$ cat src/rtl/seg_xlate_pkg.sv
// Package: shared fault codes and walker state encoding for the translator.
// Assumes: fault code values are visible at the top-level ports.
package seg_xlate_pkg;
    typedef enum logic [1:0] {
        FLT_NONE  = 2'd0,
        FLT_SEG   = 2'd1,
        FLT_BOUND = 2'd2,
        FLT_PAGE  = 2'd3
    } fault_e;

    typedef enum logic [2:0] {
        ST_IDLE,
        ST_DRD,
        ST_DEVAL,
        ST_PRD,
        ST_PEVAL,
        ST_WB,
        ST_RESP
    } walk_st_e;
endpackage

$ cat src/rtl/seg_xlate_cfg.sv
// Module: seg_xlate_cfg
// Holds the descriptor table base, table length, mode and current-process
// segment. All four load together on cfg_we. Reset selects absolute mode
// and clears base and length.
// Assumes: readers sample these values at a clock edge, so a load on the
// same edge is seen only by later cycles.
module seg_xlate_cfg #(
    parameter int SEG_W = 15,
    parameter int PA_W  = 24
) (
    input  logic             clk,
    input  logic             rst_n,
    input  logic             cfg_we,
    input  logic             cfg_append,
    input  logic [PA_W-1:0]  cfg_dt_base,
    input  logic [SEG_W:0]   cfg_dt_len,
    input  logic [SEG_W-1:0] cfg_cur_seg,
    output logic             append_q,
    output logic [PA_W-1:0]  dt_base_q,
    output logic [SEG_W:0]   dt_len_q,
    output logic [SEG_W-1:0] cur_seg_q
);
    // Configuration register load and reset.
    always_ff @(posedge clk) begin
        if (!rst_n) begin
            append_q  <= 1'b0;
            dt_base_q <= '0;
            dt_len_q  <= '0;
            cur_seg_q <= '0;
        end else if (cfg_we) begin
            append_q  <= cfg_append;
            dt_base_q <= cfg_dt_base;
            dt_len_q  <= cfg_dt_len;
            cur_seg_q <= cfg_cur_seg;
        end
    end

    // reset leaves the block in absolute mode with an empty table.
    p_reset_abs_r1: assert property (@(posedge clk)
        !rst_n |=> (!append_q && dt_len_q == '0));
endmodule

$ cat src/rtl/seg_xlate_walk.sv
// Module: seg_xlate_walk
// Walks descriptor then page entry for one request at a time, sets the
// modified flag by write-back, and holds the response until it is taken.
// Assumes: synchronous memory with read data one cycle after the strobe.
module seg_xlate_walk
    import seg_xlate_pkg::*;
#(
    parameter int SEG_W  = 15,
    parameter int OFF_W  = 18,
    parameter int PAGE_W = 10,
    parameter int PA_W   = 24,
    parameter int WORD_W = 36
) (
    input  logic              clk,
    input  logic              rst_n,
    input  logic              append_q,
    input  logic [PA_W-1:0]   dt_base_q,
    input  logic [SEG_W:0]    dt_len_q,
    input  logic [SEG_W-1:0]  cur_seg_q,
    input  logic              req_valid,
    output logic              req_ready,
    input  logic              req_use_tmp,
    input  logic [SEG_W-1:0]  req_seg,
    input  logic [OFF_W-1:0]  req_offset,
    input  logic              req_write,
    output logic              rsp_valid,
    input  logic              rsp_ready,
    output logic [1:0]        rsp_fault,
    output logic [PA_W-1:0]   rsp_paddr,
    output logic              mem_en,
    output logic              mem_we,
    output logic [PA_W-1:0]   mem_addr,
    output logic [WORD_W-1:0] mem_wdata,
    input  logic [WORD_W-1:0] mem_rdata
);
    localparam int PIDX_W   = OFF_W - PAGE_W;
    localparam int CNT_W    = PIDX_W + 1;
    localparam int FRAME_W  = PA_W - PAGE_W;
    localparam int PRES_BIT = WORD_W - 1;
    localparam int MOD_BIT  = WORD_W - 2;

    walk_st_e           st;
    logic               abs_q, wr_q;
    logic [OFF_W-1:0]   off_q;
    logic [PA_W-1:0]    wadr_q;
    logic [WORD_W-1:0]  pte_q;
    fault_e             fault_q;
    logic [PA_W-1:0]    paddr_q;

    logic [SEG_W-1:0]   seg_sel;
    logic [CNT_W-1:0]   d_cnt;
    logic [PA_W-1:0]    d_list;
    logic [PIDX_W-1:0]  pidx;
    logic               accept;

    // Request decode: segment source, descriptor fields, page index.
    always_comb begin
        seg_sel = req_use_tmp ? req_seg : cur_seg_q;
        d_cnt   = mem_rdata[PA_W +: CNT_W];
        d_list  = mem_rdata[PA_W-1:0];
        pidx    = off_q[OFF_W-1:PAGE_W];
        accept  = (st == ST_IDLE) && req_valid;
    end

    // Walk sequencer: one request from acceptance to response handoff.
    always_ff @(posedge clk) begin
        if (!rst_n) begin
            st      <= ST_IDLE;
            abs_q   <= 1'b0;
            wr_q    <= 1'b0;
            off_q   <= '0;
            wadr_q  <= '0;
            pte_q   <= '0;
            fault_q <= FLT_NONE;
            paddr_q <= '0;
        end else begin
            case (st)
                ST_IDLE: if (req_valid) begin
                    off_q   <= req_offset;
                    wr_q    <= req_write;
                    abs_q   <= !append_q;
                    fault_q <= FLT_NONE;
                    paddr_q <= '0;
                    if (!append_q) begin
                        paddr_q <= PA_W'(req_offset);
                        st      <= ST_RESP;
                    end else if ({1'b0, seg_sel} >= dt_len_q) begin
                        fault_q <= FLT_SEG;
                        st      <= ST_RESP;
                    end else begin
                        wadr_q <= dt_base_q + PA_W'(seg_sel);
                        st     <= ST_DRD;
                    end
                end
                ST_DRD:   st <= ST_DEVAL;
                ST_DEVAL: begin
                    if ({1'b0, pidx} >= d_cnt) begin
                        fault_q <= FLT_BOUND;
                        st      <= ST_RESP;
                    end else begin
                        wadr_q <= d_list + PA_W'(pidx);
                        st     <= ST_PRD;
                    end
                end
                ST_PRD:   st <= ST_PEVAL;
                ST_PEVAL: begin
                    pte_q <= mem_rdata;
                    if (!mem_rdata[PRES_BIT]) begin
                        fault_q <= FLT_PAGE;
                        st      <= ST_RESP;
                    end else begin
                        paddr_q <= {mem_rdata[FRAME_W-1:0], off_q[PAGE_W-1:0]};
                        st      <= (wr_q && !mem_rdata[MOD_BIT]) ? ST_WB : ST_RESP;
                    end
                end
                ST_WB:    st <= ST_RESP;
                ST_RESP:  if (rsp_ready) st <= ST_IDLE;
                default:  st <= ST_IDLE;
            endcase
        end
    end

    // Port drive: handshake flags, response fields, memory strobes.
    always_comb begin
        req_ready = (st == ST_IDLE);
        rsp_valid = (st == ST_RESP);
        rsp_fault = fault_q;
        rsp_paddr = paddr_q;
        mem_en    = (st == ST_DRD) || (st == ST_PRD) || (st == ST_WB);
        mem_we    = (st == ST_WB);
        mem_addr  = wadr_q;
        mem_wdata = pte_q | (WORD_W'(1) << MOD_BIT);
    end

    // absolute responses never exceed the low 256K-word window.
    p_abs_window_r2: assert property (@(posedge clk) disable iff (!rst_n)
        (rsp_valid && abs_q) |-> (rsp_fault == FLT_NONE && rsp_paddr[PA_W-1:OFF_W] == '0));
    // a segment fault goes straight to the response with no memory access.
    p_segflt_nomem_r3: assert property (@(posedge clk) disable iff (!rst_n)
        (accept && append_q && ({1'b0, seg_sel} >= dt_len_q)) |=> (rsp_valid && !mem_en));
    // write-back targets the entry read two cycles earlier and sets both flags.
    p_wb_same_entry_r8: assert property (@(posedge clk) disable iff (!rst_n)
        mem_we |-> (mem_en && mem_wdata[MOD_BIT] && mem_wdata[PRES_BIT]
                    && $past(mem_en, 2) && !$past(mem_we, 2)
                    && mem_addr == $past(mem_addr, 2)));
    // a stalled response holds its fields.
    p_rsp_hold_r9: assert property (@(posedge clk) disable iff (!rst_n)
        (rsp_valid && !rsp_ready) |=> (rsp_valid && $stable(rsp_fault) && $stable(rsp_paddr)));
    // no new request is taken while a response is pending.
    p_busy_noready_r9: assert property (@(posedge clk) disable iff (!rst_n)
        rsp_valid |-> !req_ready);
    // faulting responses carry no address.
    p_fault_noaddr_r10: assert property (@(posedge clk) disable iff (!rst_n)
        (rsp_valid && rsp_fault != FLT_NONE) |-> (rsp_paddr == '0));
endmodule

$ cat src/rtl/seg_xlate.sv
// Module: seg_xlate (top)
// Segment-then-page address translator. Configuration registers feed a
// single-request walker that uses a shared synchronous word memory.
// Assumes: the memory answers each read in the following cycle.
module seg_xlate #(
    parameter int SEG_W  = 15,
    parameter int OFF_W  = 18,
    parameter int PAGE_W = 10,
    parameter int PA_W   = 24,
    parameter int WORD_W = 36
) (
    input  logic              clk,
    input  logic              rst_n,
    input  logic              cfg_we,
    input  logic              cfg_append,
    input  logic [PA_W-1:0]   cfg_dt_base,
    input  logic [SEG_W:0]    cfg_dt_len,
    input  logic [SEG_W-1:0]  cfg_cur_seg,
    input  logic              req_valid,
    output logic              req_ready,
    input  logic              req_use_tmp,
    input  logic [SEG_W-1:0]  req_seg,
    input  logic [OFF_W-1:0]  req_offset,
    input  logic              req_write,
    output logic              rsp_valid,
    input  logic              rsp_ready,
    output logic [1:0]        rsp_fault,
    output logic [PA_W-1:0]   rsp_paddr,
    output logic              mem_en,
    output logic              mem_we,
    output logic [PA_W-1:0]   mem_addr,
    output logic [WORD_W-1:0] mem_wdata,
    input  logic [WORD_W-1:0] mem_rdata
);
    logic             append_q;
    logic [PA_W-1:0]  dt_base_q;
    logic [SEG_W:0]   dt_len_q;
    logic [SEG_W-1:0] cur_seg_q;

    seg_xlate_cfg #(.SEG_W(SEG_W), .PA_W(PA_W)) u_cfg (
        .clk(clk), .rst_n(rst_n), .cfg_we(cfg_we),
        .cfg_append(cfg_append), .cfg_dt_base(cfg_dt_base),
        .cfg_dt_len(cfg_dt_len), .cfg_cur_seg(cfg_cur_seg),
        .append_q(append_q), .dt_base_q(dt_base_q),
        .dt_len_q(dt_len_q), .cur_seg_q(cur_seg_q)
    );

    seg_xlate_walk #(
        .SEG_W(SEG_W), .OFF_W(OFF_W), .PAGE_W(PAGE_W),
        .PA_W(PA_W), .WORD_W(WORD_W)
    ) u_walk (
        .clk(clk), .rst_n(rst_n),
        .append_q(append_q), .dt_base_q(dt_base_q),
        .dt_len_q(dt_len_q), .cur_seg_q(cur_seg_q),
        .req_valid(req_valid), .req_ready(req_ready),
        .req_use_tmp(req_use_tmp), .req_seg(req_seg),
        .req_offset(req_offset), .req_write(req_write),
        .rsp_valid(rsp_valid), .rsp_ready(rsp_ready),
        .rsp_fault(rsp_fault), .rsp_paddr(rsp_paddr),
        .mem_en(mem_en), .mem_we(mem_we), .mem_addr(mem_addr),
        .mem_wdata(mem_wdata), .mem_rdata(mem_rdata)
    );

    // the memory port stays quiet while reset is held.
    p_reset_quiet_r1: assert property (@(posedge clk)
        !rst_n |=> (!mem_en && !rsp_valid && req_ready));
endmodule

$ cat config.mk
export PLATFORM = sky130hd
export DESIGN_NAME = seg_xlate
export DESIGN_NICKNAME = d
export VERILOG_FILES = /design/src/rtl/seg_xlate_pkg.sv /design/src/rtl/seg_xlate_cfg.sv /design/src/rtl/seg_xlate_walk.sv /design/src/rtl/seg_xlate.sv
export SDC_FILE = /design/constraint.sdc
export NUM_CORES = 1
export LEC_CHECK = 0
export ABC_AREA = 1
export BUFFER_PORTS_ARGS = -buffer_cell sky130_fd_sc_hd__buf_2
export CELL_PAD_IN_SITES_DETAIL_PLACEMENT = 0
export CELL_PAD_IN_SITES_GLOBAL_PLACEMENT = 1
export CORE_ASPECT_RATIO = 1.25
export CORE_UTILIZATION = 41
export CTS_CLUSTER_DIAMETER = 60
export DETAILED_ROUTE_END_ITERATION = 8
export PLACE_DENSITY = 0.92
export SLEW_MARGIN = 20
export SYNTH_ARGS = -nofsm -noshare
export SYNTH_HDL_FRONTEND = slang
export SYNTH_SLANG_ARGS = --single-unit
$ cat constraint.sdc
create_clock -name clk -period 6.5 [get_ports clk]
set_clock_uncertainty 0.2 [all_clocks]
set_input_delay 1.3 -clock clk [delete_from_list [all_inputs] [get_ports clk]]
set_output_delay 1.3 -clock clk [all_outputs]
set_load 0.01 [all_outputs]
* After elaboration in Yosys (flattened, before gate mapping)
Index checks and enable logic that the tools add are counted.
** Storage, ports and cells
- Bits in registers :: 164
- Bits in latches :: 0
- RAM bits :: 0
- Memory bits (read-only) :: 0
- Output and inout bits :: 90
- Logic and storage cells :: 66
- Memories kept :: 0
** Operators by class
- Add/subtract/negate cells :: 2
- $mul :: 0
- Divide/modulo/power cells :: 0
- $lt $le $gt $ge :: 2
- Equality and inequality tests :: 14
- Shift operators :: 0
- Multiplexer cells :: 24
- Bitwise operators :: 0
- Reductions and logical operators :: 13
** Operators by type and width (count)
- $mux 24 :: 6
- $pmux 24 s2 :: 2
- $add 24x15->24 :: 1
- $add 24x8->24 :: 1
- $pmux 3 s7 :: 1
- $mux 18 :: 1
- $mux 3 :: 6
- $ge 15x16->1 :: 1
- $mux 15 :: 1
- $mux 2 :: 5
- $ne 2x2->1 const B :: 5
- $eq 3x3->1 const B :: 3
- $ge 8x9->1 :: 1
- $eq 3x2->1 const B :: 2
- $ne 2x1->1 const B :: 3
- $pmux 2 s3 :: 1
- $reduce_and 5->1 :: 1
- $reduce_and 2->1 :: 2
- $reduce_and 4->1 :: 1
- $reduce_bool 2->1 :: 2
- $eq 3x1->1 const B :: 1
- $logic_not 3->1 :: 1
- $reduce_and 3->1 :: 1
- $reduce_bool 3->1 :: 1
- other kinds (4) :: 5

* Logic depth before layout (Yosys ltp)
- Depth in word-level cells :: 6
- Gate-level depth with buffers :: 20
- Depth with buffers taken out :: 18

* By module
A second synthesis with hierarchy kept.
** Unflattened totals
- Cells, all modules :: 1567
- Area total of the unflattened synthesis :: 9708.1 sq um
** Modules (own cells, without submodules)
- seg_xlate_walk :: times used 1, cells an instance 1213, area an instance 7444.6 sq um, seq. area each 2142.1 sq um
- seg_xlate_cfg :: times used 1, cells an instance 354, area an instance 2263.4 sq um, seq. area each 1121.1 sq um

* Worst setup path before layout
OpenSTA, ideal clock, no wires.
- Path kind :: input-to-reg
- From :: input port req_use_tmp
- To :: register u_walk.wadr_q[0] (netlist: u_walk.mem_addr[0])
- Arrival time :: 3117 ps
- Data required time :: 6186 ps
- Slack :: 3069 ps
- Stages :: 17
- Cells stage by stage :: clkbuf_1 -> o21ai_0 -> ha_1 -> nand2_1 -> nor2_1 -> nor2_1 -> nand2_1 -> nand2_1 -> nand2_1 -> nand2_1 -> nand2_1 -> nand2_1 -> nand3_2 -> buf_6 -> buf_6 -> nor2_1 -> nor2_2
** Between the ends
- Cells in the longest elaborated chain, start to end :: 6
** Ends and longest elaborated chain
- from (decl) :: RTL line seg_xlate.sv:21 : input logic req_use_tmp,
- $mux 15 (*) :: RTL line seg_xlate_walk.sv:58 : seg_sel = req_use_tmp ? req_seg : cur_seg_q;
- $add 24x15->24 :: RTL line seg_xlate_walk.sv:91 : wadr_q <= dt_base_q + PA_W'(seg_sel);
- $mux 24 :: RTL line seg_xlate_walk.sv:87 : end else if ({1'b0, seg_sel} >= dt_len_q) begin
- $mux 24 :: RTL line seg_xlate_walk.sv:84 : if (!append_q) begin
- $mux 24 :: RTL line seg_xlate_walk.sv:78 : ST_IDLE: if (req_valid) begin
- $pmux 24 s2 :: RTL line seg_xlate_walk.sv:77 : case (st)
- to (signal assigned) :: RTL line seg_xlate_walk.sv:91
- to (signal assigned) :: RTL line seg_xlate_walk.sv:101 : wadr_q <= d_list + PA_W'(pidx);
- to (decl) :: RTL line seg_xlate_walk.sv:45 : logic [PA_W-1:0] wadr_q;
Every way passes the cells marked *; elsewhere a longest branch is shown, timed or not. The select of a mux whose other input is x is not followed.
A chain may end at the register's enable or synchronous reset.

* Worst setup path after layout
- From :: input port req_use_tmp
- To :: register u_walk.wadr_q[13] (netlist: u_walk.mem_addr[13])
The elaborated chain is that of the path after synthesis.

==> parameters.txt <==
Parameter                              Value

Synthesis
  Largest area contributor in the synthesized netlist ... dfxtp_1
  Most used flip-flop cell after synthesis ... dfxtp_1
  Top-count cell post-synth ... nand2_1
  Count of state elements after synthesis ... ~160
  Count of flip-flops with a built-in enable after synthesis ... 0
  Cell area after technology mapping ... 9350 µm²
  Synth warn ... 0
  Synth Area per Inst ... approximately 6.5 µm²
  Number of instances in the synthesized netlist ... approximately 1400
  Synth async-reset ratio ... 0%
  Dominant cells by area after synthesis ... dfxtp_1 35%, nand2_1 16%, o21ai_0 7.2%, a21oi_1 6.8%, inv_1 6.5%
  Proportion of netlist area held by the largest area contributor ... a little over a third
  Fraction of the yosys area taken by sequential cells ... roughly a third
  Most common library cells after synthesis ... 398 x nand2_1, 163 x dfxtp_1, 163 x inv_1
  Syn nets ... 1619
  Post-synth cell types ... 37

Min path
  Worst hold-check path type ... reg -> reg

Run status
  Outcome ... completed

Placement
  Final GP Congestion ... 0.862
  Port buffer count ... 220
  Detailed placement HPWL ... 21300 µm
  DP Area ... 10500 µm²

Clocking
  Buffer depth of the longest clock path ... 2
  CTS tree ... done
  Post-CTS Hold Buffers ... 0
  Buffer cell driving the clock tree root ... clkbuf_16
  Number of post-CTS setup repair buffers ... 0
  CTS H-tree lvls ... 4
  Clock latency of the later-clocked register in the worst-skew pair ... 0.43 ns
  Number of clock sinks ... 163
  Resized cells post-CTS ... 0
  TritonCTS Buffers ... 17
  Clk slew on worst S/H paths ... 0.07 ns

Global route
  Antenna violations before repair ... 1
  Number of global-route vias before repair ... 9030
  Remaining global-route overflow ... 0
  All-layer global routing usage ... around 24%
  Pin count of the biggest net entering global routing ... 73
  Global-route wire length before repair ... 44500 µm

Floorplanning
  Count of boundary I/O pins ... between 200 and 250
  Core region area ... 22300 µm²
  Full die area ... 23400 µm²
  Die height ... 171 µm
  Horizontal extent of the die ... 137 µm
  Core Rows ... a little over 60
  Starting density of the core ... about two fifths

STA
  Setup violations, final ... 0
  Final-layout setup total negative slack ... 0 ns
  Number of hold violations in the final report ... 0
  Fin crit share ... roughly three fifths
  FMAX ... between 0.2 and 0.3 GHz
  Slew Limit Fails ... 0
  RSZ-0062 raised after global routing ... no
  Measured slew at the worst slew-check pin ... 1.05 ns
  Slew Limit Headroom ... roughly 30%
  Clock period minus worst slack ... 3.82 ns

Finish
  Post-layout nets ... 1800
  Final design area excluding fillers ... 11200 µm²
  Count of antenna diodes in the layout ... 0
  Fillcell total ... 2335
  Final Core Density ... 50.2%
  Fraction of final layout cells with drive strength greater than 1 ... 19.0%
  Synth-to-Final Area Change ... 19.5%

Critical path
  Standard cell with the maximum stage delay on the critical path ... buf_4
  Chain of cells forming the critical path ... buf_2 > o21ai_0 > ha_1 > nand2_1 > nor4_1 > nand2_1 > nand2_1 > nand2_1 > nand3_2 > buf_4 > nand2_1 > nand2_1 > nor2_1
  Category of the most critical setup path ... in -> reg
  Critical Path AT ... 3.94 ns
  Launching element type of the critical path ... input port
  Endpoint class of the critical path ... flip-flop
  Setup slack, reg-to-reg ... roughly 3.2 ns
  Peak per-stage delay on the critical path ... about 0.5 ns
  Worst-path maximum fanout ... 47
  Required time at the endpoint of the critical path ... 6.62 ns
  Kind of cell with the highest combined delay on the critical path ... simple AND/OR/NAND/NOR gates
  Cell seen most often among critical-path stages ... nand2_1
  Critical path buffers and inverters ... 2

Drt
  Detailed-routing iteration count for the pre-antenna-repair pass ... 5
  Number of DRC markers in iteration 0 ... around 490
  Total via count after detailed routing ... approximately 9500
  Antenna violation net count after detailed routing ... 0
  Number of vias per cell ... 4.98
  Detailed-route wire length per cell ... 14.5 µm
  Remaining design rule violation count ... 0
  Routed Wire Length ... 27800 µm

Power
  Cell leakage power ... 5.71 nW
  VDD IR-drop max ... between 0.2 and 0.25 mV
  Power density of the placed cells ... 367 nW/µm²

Run
  Max_cap viols ... 0
[metrics by stage]
step / worst slack (ns) / power [mW] / hold WS, ns / std cells
after detailed placement: 2.30 / 3.02 / 0.246 / 1884
after CTS: 2.73 / 4.14 / 0.256 / 1916
after global placement: 2.40 / 3.00 / 0.240 / 1884
after global routing: 2.40 / 4.42 / 0.268 / 1916
after floorplan: 3.07 / 2.53 / 0.229 / 1439
final: 2.68 / 4.11 / 0.254 / 1916
[state kept, by name, indices dropped and copies added, names as in the netlist]
| register | cells |
|---|---|
| u_walk.off_q | 18 |
| u_cfg.dt_base_q | 24 |
| u_cfg.append_q | 1 |
| u_walk.st | 3 |
| u_cfg.cur_seg_q | 15 |
| u_walk.rsp_paddr | 24 |
| u_walk.wr_q | 1 |
| u_walk.mem_addr | 24 |
| u_cfg.dt_len_q | 16 |
| u_walk.rsp_fault | 2 |
| u_walk.pte_q | 35 |
[worst min-delay path, cell delays in order (launching register included)]
cell and delay (ns):
dfxtp_1 0.30, inv_1 0.05, a21oi_1 0.06
[layout make-up]
class	count	area [µm²]	share of cell area, %
Sequential cell	163	3260	29.2
Timing Repair Buffer	224	1130	10.1
Clock buffer	18	429	3.84
Multi-Input combinational cell	1039	5120	45.9
Clock inverter	14	213	1.90
Inverter	175	659	5.90
Tap cell	283	354	3.17
[power breakdown]
group | switching (mW) | internal [mW] | total (mW)
registers | 0.152 | 1.26 | 1.41
clock network | 0.452 | 0.658 | 1.11
logic | 1.03 | 0.550 | 1.58
total | 1.64 | 2.47 | 4.11
[cell usage in the layout (no fill, tap or decap), drive strengths merged, types with 10 or more instances in the layout]
master,count
nand2,423
buf,224
inv,183
dfxtp,163
nor2,153
o21ai,134
a21oi,127
nand3,91
ha,46
a31oi,18
clkbuf,18
nor3,11
nand3b,10
[path summary, 6_finish.rpt]
| path | from | endpoint | cells after the start |
|---|---|---|---|
| worst max register to register | u_walk.st[1]$_SDFFE_PN0P_ | u_walk.rsp_paddr[16]$_SDFFE_PN0P_ | 10 |
| worst min-delay path | u_cfg.cur_seg_q[5]$_SDFFE_PN0P_ | u_cfg.cur_seg_q[5]$_SDFFE_PN0P_ | 2 |
| worst min register to register | u_cfg.cur_seg_q[5]$_SDFFE_PN0P_ | u_cfg.cur_seg_q[5]$_SDFFE_PN0P_ | 2 |
| worst max-delay path | req_use_tmp | u_walk.mem_addr[13]$_SDFFE_PN0P_ | 13 |
[per-layer routing]
layer  part of all wire (%)  global-route usage (%)
met3                    5.0                    4.98
met2                     50                    43.3
met4                    2.3                    7.55
met1                     43                    28.9
met5                      0                       0
[kinds of logic (layout without fill, tap and decap cells)]
group / Yosys count / after routing / share of synthesized area, %
xor gates and xnor gates: 4 / 4 / 0.375
DFF: 163 / 163 / 34.9
buffers and inverters: 237 / 431 / 10.3
and+or+nand+nor: 701 / 701 / 32.2
AOI/OAI and AO/OA: 285 / 285 / 15.7
adders and majority gates: 48 / 48 / 6.58
other: 1 / 1 / 0.0401
(Power assumes the default switching activity.)
